$ cat config.mk
export PLATFORM = sky130hd
export DESIGN_NAME = fetch_int_seq
export DESIGN_NICKNAME = d
export VERILOG_FILES = /design/src/rtl/seq_pkg.sv /design/src/rtl/seq_int_detect.sv /design/src/rtl/seq_ir.sv /design/src/rtl/seq_step_decode.sv /design/src/rtl/fetch_int_seq.sv
export SDC_FILE = /design/constraint.sdc
export NUM_CORES = 1
export LEC_CHECK = 0
export ABC_CLOCK_PERIOD_IN_PS = 2760
export BUFFER_PORTS_ARGS = -buffer_cell sky130_fd_sc_hd__buf_2
export CAP_MARGIN = 25
export CELL_PAD_IN_SITES_DETAIL_PLACEMENT = 1
export CELL_PAD_IN_SITES_GLOBAL_PLACEMENT = 1
export CORE_MARGIN = 3
export CORE_UTILIZATION = 31
export DETAILED_ROUTE_END_ITERATION = 10
export HOLD_SLACK_MARGIN = 0.15
export PLACE_DENSITY = 0.86
export RECOVER_POWER = 25
export SETUP_SLACK_MARGIN = 0.02
export SLEW_MARGIN = 30
export SYNTH_ARGS = -nofsm -noshare
export SYNTH_HDL_FRONTEND = slang
export SYNTH_SLANG_ARGS = --single-unit
$ cat constraint.sdc
create_clock -name clk -period 2.76 [get_ports clk]
set_input_delay 0.552 -clock clk [delete_from_list [all_inputs] [get_ports clk]]
set_output_delay 0.552 -clock clk [all_outputs]
set_load 0.01 [all_outputs]
$ cat src/rtl/seq_pkg.sv
package seq_pkg;

  typedef enum logic [2:0] {
    KIND_NONE  = 3'd0,
    KIND_SOFT  = 3'd1,
    KIND_IRQ   = 3'd2,
    KIND_NMI   = 3'd3,
    KIND_RESET = 3'd4
  } int_kind_e;

  localparam logic [7:0] VLO_NMI = 8'hFA;
  localparam logic [7:0] VLO_RST = 8'hFC;
  localparam logic [7:0] VLO_IRQ = 8'hFE;

  function automatic logic [7:0] vec_lo(input int_kind_e k);
    case (k)
      KIND_NMI:   return VLO_NMI;
      KIND_RESET: return VLO_RST;
      default:    return VLO_IRQ;
    endcase
  endfunction

endpackage

$ cat src/rtl/seq_int_detect.sv
module seq_int_detect (
  input  logic clk,
  input  logic rst_n,
  input  logic irq_n,
  input  logic nmi_n,
  input  logic i_flag,
  input  logic nmi_clear,
  output logic nmi_pend,
  output logic req_now,
  output logic req_poll
);

  logic nmi_prev;
  logic nmi_fall;

  assign nmi_fall = nmi_prev & ~nmi_n;
  assign req_now  = nmi_pend | (~irq_n & ~i_flag);

  always_ff @(posedge clk) begin
    if (!rst_n) begin
      nmi_prev <= 1'b1;
      nmi_pend <= 1'b0;
      req_poll <= 1'b0;
    end else begin
      nmi_prev <= nmi_n;
      req_poll <= req_now;
      if (nmi_fall)       nmi_pend <= 1'b1;
      else if (nmi_clear) nmi_pend <= 1'b0;
    end
  end

  AST_NMI_HOLD: assert property (@(posedge clk) disable iff (!rst_n) (nmi_pend && !nmi_clear) |=> nmi_pend);
  AST_NMI_CAUSE: assert property (@(posedge clk) disable iff (!rst_n) $rose(nmi_pend) |-> $past(!nmi_n));

endmodule

$ cat src/rtl/seq_ir.sv
module seq_ir
  import seq_pkg::*;
#(
  parameter int              OP_W        = 8,
  parameter int              STEP_W      = 3,
  parameter logic [OP_W-1:0] BRK_OP      = '0,
  parameter int              HIJACK_LAST = 3
) (
  input  logic              clk,
  input  logic              rst_n,
  input  logic [OP_W-1:0]   din,
  input  logic              sync,
  input  logic              take,
  input  logic              nmi_pend,
  output logic [OP_W-1:0]   op,
  output logic [STEP_W-1:0] ir_step,
  output int_kind_e         kind
);

  localparam logic [STEP_W-1:0] S_HIJ = STEP_W'(HIJACK_LAST);

  always_ff @(posedge clk) begin
    if (!rst_n) begin
      op      <= BRK_OP;
      ir_step <= '0;
      kind    <= KIND_RESET;
    end else if (sync) begin
      ir_step <= '0;
      if (take) begin
        op   <= BRK_OP;
        kind <= nmi_pend ? KIND_NMI : KIND_IRQ;
      end else begin
        op   <= din;
        kind <= (din == BRK_OP) ? KIND_SOFT : KIND_NONE;
      end
    end else begin
      ir_step <= ir_step + 1'b1;
      if (kind == KIND_IRQ && nmi_pend && ir_step <= S_HIJ)
        kind <= KIND_NMI;
    end
  end

  AST_STEP_RESTART: assert property (@(posedge clk) disable iff (!rst_n) sync |=> (ir_step == '0));
  AST_STEP_ADVANCE: assert property (@(posedge clk) disable iff (!rst_n) !sync |=> (ir_step == $past(ir_step) + 1'b1));
  AST_OP_FROM_BUS: assert property (@(posedge clk) disable iff (!rst_n) (sync && !take) |=> (op == $past(din)));
  AST_HIJACK_WINDOW: assert property (@(posedge clk) disable iff (!rst_n) (kind == KIND_IRQ && !sync && ir_step > S_HIJ) |=> (kind == KIND_IRQ));

endmodule

$ cat src/rtl/seq_step_decode.sv
module seq_step_decode
  import seq_pkg::*;
#(
  parameter int              OP_W      = 8,
  parameter int              STEP_W    = 3,
  parameter int              ADDR_W    = 16,
  parameter logic [OP_W-1:0] BRK_OP    = '0,
  parameter int              LAST_STEP = 6
) (
  input  logic              clk,
  input  logic              rst_n,
  input  logic [OP_W-1:0]   op,
  input  logic [STEP_W-1:0] ir_step,
  input  int_kind_e         kind,
  input  logic              instr_end,
  input  logic              instr_branch,
  input  logic              req_now,
  input  logic              req_poll,
  output logic              sync,
  output logic              take,
  output logic              push_wr,
  output logic              status_brk,
  output logic              set_i,
  output logic              nmi_clear,
  output logic [ADDR_W-1:0] vec_addr
);

  localparam logic [STEP_W-1:0] S_LAST   = STEP_W'(LAST_STEP);
  localparam logic [STEP_W-1:0] S_PFIRST = STEP_W'(1);
  localparam logic [STEP_W-1:0] S_PLAST  = STEP_W'(LAST_STEP - 3);
  localparam logic [STEP_W-1:0] S_VLO    = STEP_W'(LAST_STEP - 2);
  localparam logic [STEP_W-1:0] S_VHI    = STEP_W'(LAST_STEP - 1);

  logic       in_brk;
  logic [7:0] lo;

  assign in_brk = (op == BRK_OP);

  always_comb begin
    // break sequences time themselves; ordinary opcodes follow the datapath
    sync = in_brk ? (ir_step == S_LAST) : instr_end;
    // branches may sample the request one cycle later than other opcodes
    if (!in_brk && instr_branch) take = sync & req_now;
    else                         take = sync & req_poll;
  end

  always_comb begin
    push_wr    = in_brk && ir_step >= S_PFIRST && ir_step <= S_PLAST && kind != KIND_RESET;
    status_brk = in_brk && ir_step == S_PLAST && kind == KIND_SOFT;
    set_i      = in_brk && ir_step == S_VHI;
    nmi_clear  = in_brk && ir_step == S_VLO && kind == KIND_NMI;
    lo         = vec_lo(kind);
    if (ir_step == S_VHI) lo = lo | 8'h01;
    if (in_brk && (ir_step == S_VLO || ir_step == S_VHI))
      vec_addr = {{(ADDR_W-8){1'b1}}, lo};
    else
      vec_addr = '0;
  end

  AST_RESET_NO_WRITE: assert property (@(posedge clk) disable iff (!rst_n) (kind == KIND_RESET) |-> !push_wr);
  AST_BRK_BOUND: assert property (@(posedge clk) disable iff (!rst_n) in_brk |-> (ir_step <= S_LAST));
  AST_VEC_PAIR: assert property (@(posedge clk) disable iff (!rst_n) (in_brk && ir_step == S_VLO) |=> (vec_addr == $past(vec_addr) + 1'b1));

endmodule

$ cat src/rtl/fetch_int_seq.sv
module fetch_int_seq
  import seq_pkg::*;
#(
  parameter int              OP_W       = 8,
  parameter int              STEP_W     = 3,
  parameter int              ADDR_W     = 16,
  parameter logic [OP_W-1:0] BRK_OP     = '0,
  parameter int              BRK_CYCLES = 7
) (
  input  logic              clk,
  input  logic              rst_n,
  input  logic [OP_W-1:0]   bus_din,
  input  logic              irq_n,
  input  logic              nmi_n,
  input  logic              i_flag,
  input  logic              instr_end,
  input  logic              instr_branch,
  output logic              sync,
  output logic [OP_W-1:0]   ir_op,
  output logic [STEP_W-1:0] ir_step,
  output logic [2:0]        int_kind,
  output logic              push_wr,
  output logic              status_brk,
  output logic [ADDR_W-1:0] vec_addr,
  output logic              set_i
);

  localparam int LAST_STEP   = BRK_CYCLES - 1;
  localparam int HIJACK_LAST = LAST_STEP - 3;

  logic      take;
  logic      nmi_pend;
  logic      nmi_clear;
  logic      req_now;
  logic      req_poll;
  int_kind_e kind;

  seq_int_detect u_det (
    .clk       (clk),
    .rst_n     (rst_n),
    .irq_n     (irq_n),
    .nmi_n     (nmi_n),
    .i_flag    (i_flag),
    .nmi_clear (nmi_clear),
    .nmi_pend  (nmi_pend),
    .req_now   (req_now),
    .req_poll  (req_poll)
  );

  seq_ir #(
    .OP_W        (OP_W),
    .STEP_W      (STEP_W),
    .BRK_OP      (BRK_OP),
    .HIJACK_LAST (HIJACK_LAST)
  ) u_ir (
    .clk      (clk),
    .rst_n    (rst_n),
    .din      (bus_din),
    .sync     (sync),
    .take     (take),
    .nmi_pend (nmi_pend),
    .op       (ir_op),
    .ir_step  (ir_step),
    .kind     (kind)
  );

  seq_step_decode #(
    .OP_W      (OP_W),
    .STEP_W    (STEP_W),
    .ADDR_W    (ADDR_W),
    .BRK_OP    (BRK_OP),
    .LAST_STEP (LAST_STEP)
  ) u_dec (
    .clk          (clk),
    .rst_n        (rst_n),
    .op           (ir_op),
    .ir_step      (ir_step),
    .kind         (kind),
    .instr_end    (instr_end),
    .instr_branch (instr_branch),
    .req_now      (req_now),
    .req_poll     (req_poll),
    .sync         (sync),
    .take         (take),
    .push_wr      (push_wr),
    .status_brk   (status_brk),
    .set_i        (set_i),
    .nmi_clear    (nmi_clear),
    .vec_addr     (vec_addr)
  );

  assign int_kind = kind;

endmodule

==> flow_summary_export.csv, run 1 <==
group,metric,value,unit
status,status,"completed",
hold_path,hold_class,"primary input to flip-flop",
placed_design,io_buffers,48,
finish,drive_gt1_share,31.8,%
power,power.total,0.862,mW
sta,rsz0062_at_grt,"false",
sta,finClkSkew,3.91,ps
detailed_routing,viasPerCell,5.02,
clock_tree,clk_latency,290,ps
setup_path,crit_type,"flip-flop to output port",
yosys,synthCells,116,
power,peakVddDrop,0.288,mV
setup_path,cp.arrival,2010,ps
grt,grt_util_met2,27.2,%
grt,grt_pass1_vias,1014,
sta,fmax,390,MHz
detailed_routing,vias,984,
sta,slew_violations,0,
grt,grt_max_degree,18,
yosys,yosys_warnings,0,
sta,hold_viol_final,0,
setup_path,cp-start-kind,"flip-flop",
die,start_util,34.0,%
yosys,ys_seq_area_share,34.5,%
finish,area_delta_synth_final,20.8,%
grt,grt_use_total,14.7,%
grt,grt_overflow,0,
detailed_routing,drc,0,
setup_path,cp-end-kind,"output port",
placed_design,dp_slack,438,ps
die,io_pins,49,
clock_tree,cts_tree,"done",
detailed_routing,routed_wl,2.93,mm
clock_tree,htreeDepth,1,
yosys,postSynthNetCount,136,
clock_tree,cts_made_buffers,3,
detailed_routing,ant_nets,0,
sta,setup_violations,0,
yosys,synth.top_cells.by_area,"dfxtp_1 34%, buf_4 9.1%, o32ai_1 7.1%, ha_1 6.3%, inv_1 6.1%",
yosys,synthDistinctLibCells,34,
sta,relSlewSlack,54.5,%
die,die_x,62.4,µm
yosys,yosysTopAreaCellShare,34.5,%
placed_design,place_congestion,0.779,
clock_tree,cts_root_buf,"clkbuf_4",
sta,period_share,93.0,%
grt,use_met3,4.14,%
detailed_routing,avgRoutedWirePerCell,14.9,µm
placed_design,dp_hpwl,2.38,mm
yosys,synth_area_per_cell,8.51,µm²
grt,met1_usage,15.7,%
die,coreArea,2900,µm²
sta,min_period,2570,ps
grt,busiest_layer,"met2",
power,p_leak,0.569,nW
grt,antenna_found_initial,0,
yosys,synth_area_leader_cell,"dfxtp_1",
setup_path,cp_max_fo,13,
power,p_per_area,723,nW/µm²
setup_path,worstPathRequired,2210,ps
die,die_y,62.4,µm
sta,worstMarginPinSlew,683,ps
die,die-area,3900,µm²
yosys,syn_area,987,µm²
yosys,synth.ff_latch_count,17,
clock_tree,clock_path_buffers,2,
detailed_routing,first_pass_iters,4,
clock_tree,cts_sinks,17,
grt,grt_pass1_wl,4.71,mm
clock_tree,clk_pin_slew,100,ps
die,num_rows,19,
finish,n_antenna_cell,0,
sta,final.setup.tns,0,ps
sta,layout_setup_ws,193,ps
finish,fill_cells,386,
run,maxCapViolations,0,
detailed_routing,drt_iter0_drc,11,
finish,num-nets-final,175,
sta,fin_hold_ws,472,ps
-- cells in the final DEF, fill, tap and decap left out, types with 3 or more instances in the layout --
| cell | count |
|---|---|
| ha_1 | 5 |
| dfxtp_1 | 17 |
| buf_2 | 37 |
| inv_1 | 15 |
| and3_1 | 4 |
| nand2_1 | 10 |
| clkbuf_4 | 3 |
| o32ai_1 | 8 |
| clkbuf_1 | 11 |
| or4_1 | 4 |
| nor4_1 | 3 |
| nor2_1 | 6 |
-- through the flow --
step / instances / instance area [µm²] / util [%]
floorplan: 116 / 987 / -
global placement: 192 / 1180 / 40.6
detailed placement: 192 / 1180 / 40.6
CTS: 196 / 1210 / 41.6
global route: 196 / 1190 / 41.1
finish: 196 / 1190 / 41.1
-- synthesized netlist by cell type --
library cell and n:
a21boi_1 1, a21oi_1 1, a31o_1 1, a41o_1 1, a41oi_1 2, and2_1 2, and3_1 4, and4_1 1
buf_4 12, buf_6 1, clkbuf_1 2, dfxtp_1 17, ha_1 5, inv_1 16, inv_2 1, mux2_2 1
nand2_1 10, nand2b_1 2, nand3_1 1, nand4_1 1, nor2_1 6, nor2b_1 1, nor3_1 2, nor4_1 3
nor4_2 2, o2111ai_1 1, o211ai_1 1, o21a_1 1, o21ai_0 2, o21ai_2 1, o21bai_1 1, o32ai_1 8
or4_1 4, or4_4 1
-- kinds of logic after synthesis --
logic type | count (synthesis) | share of synthesized area, %
adders and majority gates | 5 | 6.34
and+or+nand+nor | 40 | 23.4
AOI/OAI and AO/OA | 21 | 17.1
DFF | 17 | 34.5
buffers and inverters | 32 | 17.5
muxes | 1 | 1.14
-- power breakdown --
group / leakage (nW) / switching [mW] / internal [mW]
clock network: 0.0177 / 0.0812 / 0.0538
registers: 0.139 / 0.0591 / 0.289
logic: 0.412 / 0.228 / 0.151
-- final cells by class --
| cell class | count | area [µm²] | area share (%) |
|---|---|---|---|
| repair buffers | 49 | 234 | 19.6 |
| inverters | 17 | 63.8 | 5.35 |
| flip-flops and latches | 17 | 340 | 28.5 |
| multi-input cells | 67 | 474 | 39.8 |
| well taps | 42 | 52.6 | 4.41 |
| clock buffers | 3 | 22.5 | 1.89 |
| clock inverters | 1 | 5.00 | 0.420 |
-- worst paths after layout --
kind | slack (ps) | startpoint | cells after the start | end
hold / removal | 470 | nmi_n | 2 | u_det.nmi_prev$_SDFF_PN1_
setup / recovery | 190 | u_ir.op[0]$_SDFFE_PN0P_ | 5 | vec_addr[4]
setup reg to reg | 890 | u_ir.op[0]$_SDFFE_PN0P_ | 4 | u_ir.op[0]$_SDFFE_PN0P_
hold reg to reg | 520 | u_ir.op[3]$_SDFFE_PN0P_ | 2 | u_ir.op[3]$_SDFFE_PN0P_
-- sequential cells by signal, summed over array words and instances (netlist names) --
signal / cells
u_ir.op: 8
u_ir.ir_step: 3
u_ir.kind: 3
u_det.nmi_pend: 1
u_det.nmi_prev: 1
u_det.req_poll: 1
-- critical path, cell delays in order (launching register included) --
cell and delay, ps:
dfxtp_1 370, or4_1 590, nor2_1 250, o211ai_1 200, inv_2 170, buf_2 160
-- layer usage --
| layer | wire length [µm] | vias to the layer above |
|---|---|---|
| li1 | - | 478 |
| met1 | 1230 | 462 |
| met2 | 1450 | 40 |
| met3 | 217 | 4 |
| met4 | 31 | 0 |
| met5 | 0 | - |
-- what timing repair did --
item / in CTS / in global routing
gates resized for setup: 0 / 1
hold buffers: 0 / 0
buffers inserted: 0 / 0
endpoints found under the setup margin: 0 / 13
Note: power is estimated with default switching activity, not from simulation.
==> run 2, diff against run 1 <==
Settings changed: GPL_TIMING_DRIVEN set to 0.
==> run 2 against run 1 <==
  * Sequential power hardly changed
  * Via count is 4.6% higher
  * Combinational power is 11% higher
  * Fmax is 2.9% lower
  * Register-to-register slack worse by 20 ps
  * Highest routed layer unchanged
  * Critical path type unchanged
==> flow_summary_export.csv, run 2 (same netlist as run 1, synthesis figures left out) <==
group,metric,value,unit
status,status,"completed",
clock_tree,cts_made_buffers,3,
grt,antenna_found_initial,0,
clock_tree,htreeDepth,1,
die,num_rows,19,
sta,rsz0062_at_grt,"false",
sta,final.setup.tns,0,ps
clock_tree,cts_root_buf,"clkbuf_4",
sta,min_period,2640,ps
clock_tree,clock_path_buffers,2,
finish,reg_top3,"u_ir.op x8, u_ir.ir_step x3, u_ir.kind x3",
power,p_leak,0.641,nW
hold_path,whs_path_depth,2,
finish,final_cell_mix,"37 x buf_2, 17 x dfxtp_1, 15 x inv_1",
die,die_y,62.4,µm
sta,fin_hold_ws,451,ps
sta,finClkSkew,2.40,ps
placed_design,dp_hpwl,2.39,mm
clock_tree,cts_sinks,17,
finish,area_delta_synth_final,32.6,%
sta,relSlewSlack,70.6,%
detailed_routing,viasPerCell,4.88,
setup_path,cp-end-kind,"output port",
placed_design,place_congestion,0.699,
finish,regMostFlops,"u_ir.op",
grt,grt_pass1_vias,1023,
die,start_util,34.0,%
detailed_routing,drt_iter0_drc,17,
die,die-area,3900,µm²
sta,hold_viol_final,0,
setup_path,cp-start-kind,"flip-flop",
sta,period_share,95.8,%
finish,drive_gt1_share,37.3,%
die,io_pins,49,
clock_tree,cts_tree,"done",
finish,n_antenna_cell,0,
detailed_routing,vias,1029,
run,maxCapViolations,0,
placed_design,dp_slack,252,ps
sta,setup_violations,0,
grt,grt_use_total,14.9,%
grt,grt_overflow,0,
grt,grt_pass1_wl,4.77,mm
clock_tree,clk_pin_slew,100,ps
setup_path,crit_type,"flip-flop to output port",
clock_tree,clk_latency,290,ps
finish,fill_cells,386,
detailed_routing,first_pass_iters,4,
finish,largest_reg_flops,8,
setup_path,worstPathRequired,2210,ps
setup_path,cp_max_fo,6,
setup_path,cp.arrival,2090,ps
sta,fmax,378,MHz
hold_path,hold_class,"primary input to flip-flop",
placed_design,io_buffers,47,
detailed_routing,ant_nets,0,
detailed_routing,drc,0,
sta,layout_setup_ws,117,ps
grt,grt_max_degree,14,
finish,layout.cells.most_common,"buf_2",
setup_path,ff2ff_path_depth,4,
detailed_routing,avgRoutedWirePerCell,14.1,µm
power,p_per_area,690,nW/µm²
die,die_x,62.4,µm
sta,worstMarginPinSlew,441,ps
finish,num-nets-final,190,
detailed_routing,routed_wl,2.97,mm
finish,fin_util,45.1,%
die,coreArea,2900,µm²
sta,slew_violations,0,
power,peakVddDrop,0.271,mV
[run 2: final cells by class]
class	instances	area, µm²	share of cell area [%]
flip-flops and latches	17	340	26.0
well taps	42	52.6	4.02
clock buffers	4	26.3	2.01
multi-input cells	67	482	36.8
repair buffers	48	230	17.6
repair inverters	1	5.00	0.382
inverters	17	63.8	4.88
plain buffers	15	109	8.32
[run 2: worst paths after layout]
| kind | endpoint | slack [ps] | from |
|---|---|---|---|
| max | vec_addr[4] | 120 | u_ir.op[0]$_SDFFE_PN0P_ |
| min | u_det.nmi_prev$_SDFF_PN1_ | 450 | nmi_n |
| max reg2reg | u_ir.op[6]$_SDFFE_PN0P_ | 870 | u_ir.op[0]$_SDFFE_PN0P_ |
| min reg2reg | u_ir.op[2]$_SDFFE_PN0P_ | 510 | u_ir.op[2]$_SDFFE_PN0P_ |
[run 2: layer usage]
metal	share of wire (%)	vias to the layer above	track usage [%]
li1	-	505	-
met1	40	478	17.0
met2	52	43	27.6
met3	6.8	3	2.88
met4	0.98	0	4.96
met5	0	-	0
[run 2: power by group]
group | leakage (nW) | internal [mW] | switching, mW
registers | 0.139 | 0.289 | 0.0567
clock network | 0.0150 | 0.0563 | 0.0801
logic | 0.486 | 0.181 | 0.239
total | 0.641 | 0.527 | 0.376
[run 2: what timing repair did]
action,CTS,global route
buffers inserted,0,1
setup endpoints to repair,13,13
hold buffers,0,0
gates resized for setup,1,2
pin swaps,0,1
cloned,0,1
[run 2: critical path: stages (launching register included)]
cell        delay, ps
dfxtp_1           360
or4_1             620
nor2_4            150
o211ai_1          180
clkinvlp_2        220
buf_4             130
buf_2             120
[run 2: metrics by stage]
step | total power, mW | cell area (µm²) | cells
2_1_floorplan | 0.608 | 987 | 116
3_3_place_gp | 0.743 | 1270 | 205
3_5_place_dp | 0.767 | 1270 | 205
4_1_cts | 0.903 | 1300 | 209
5_1_grt | 0.973 | 1310 | 211
6_report | 0.902 | 1310 | 211
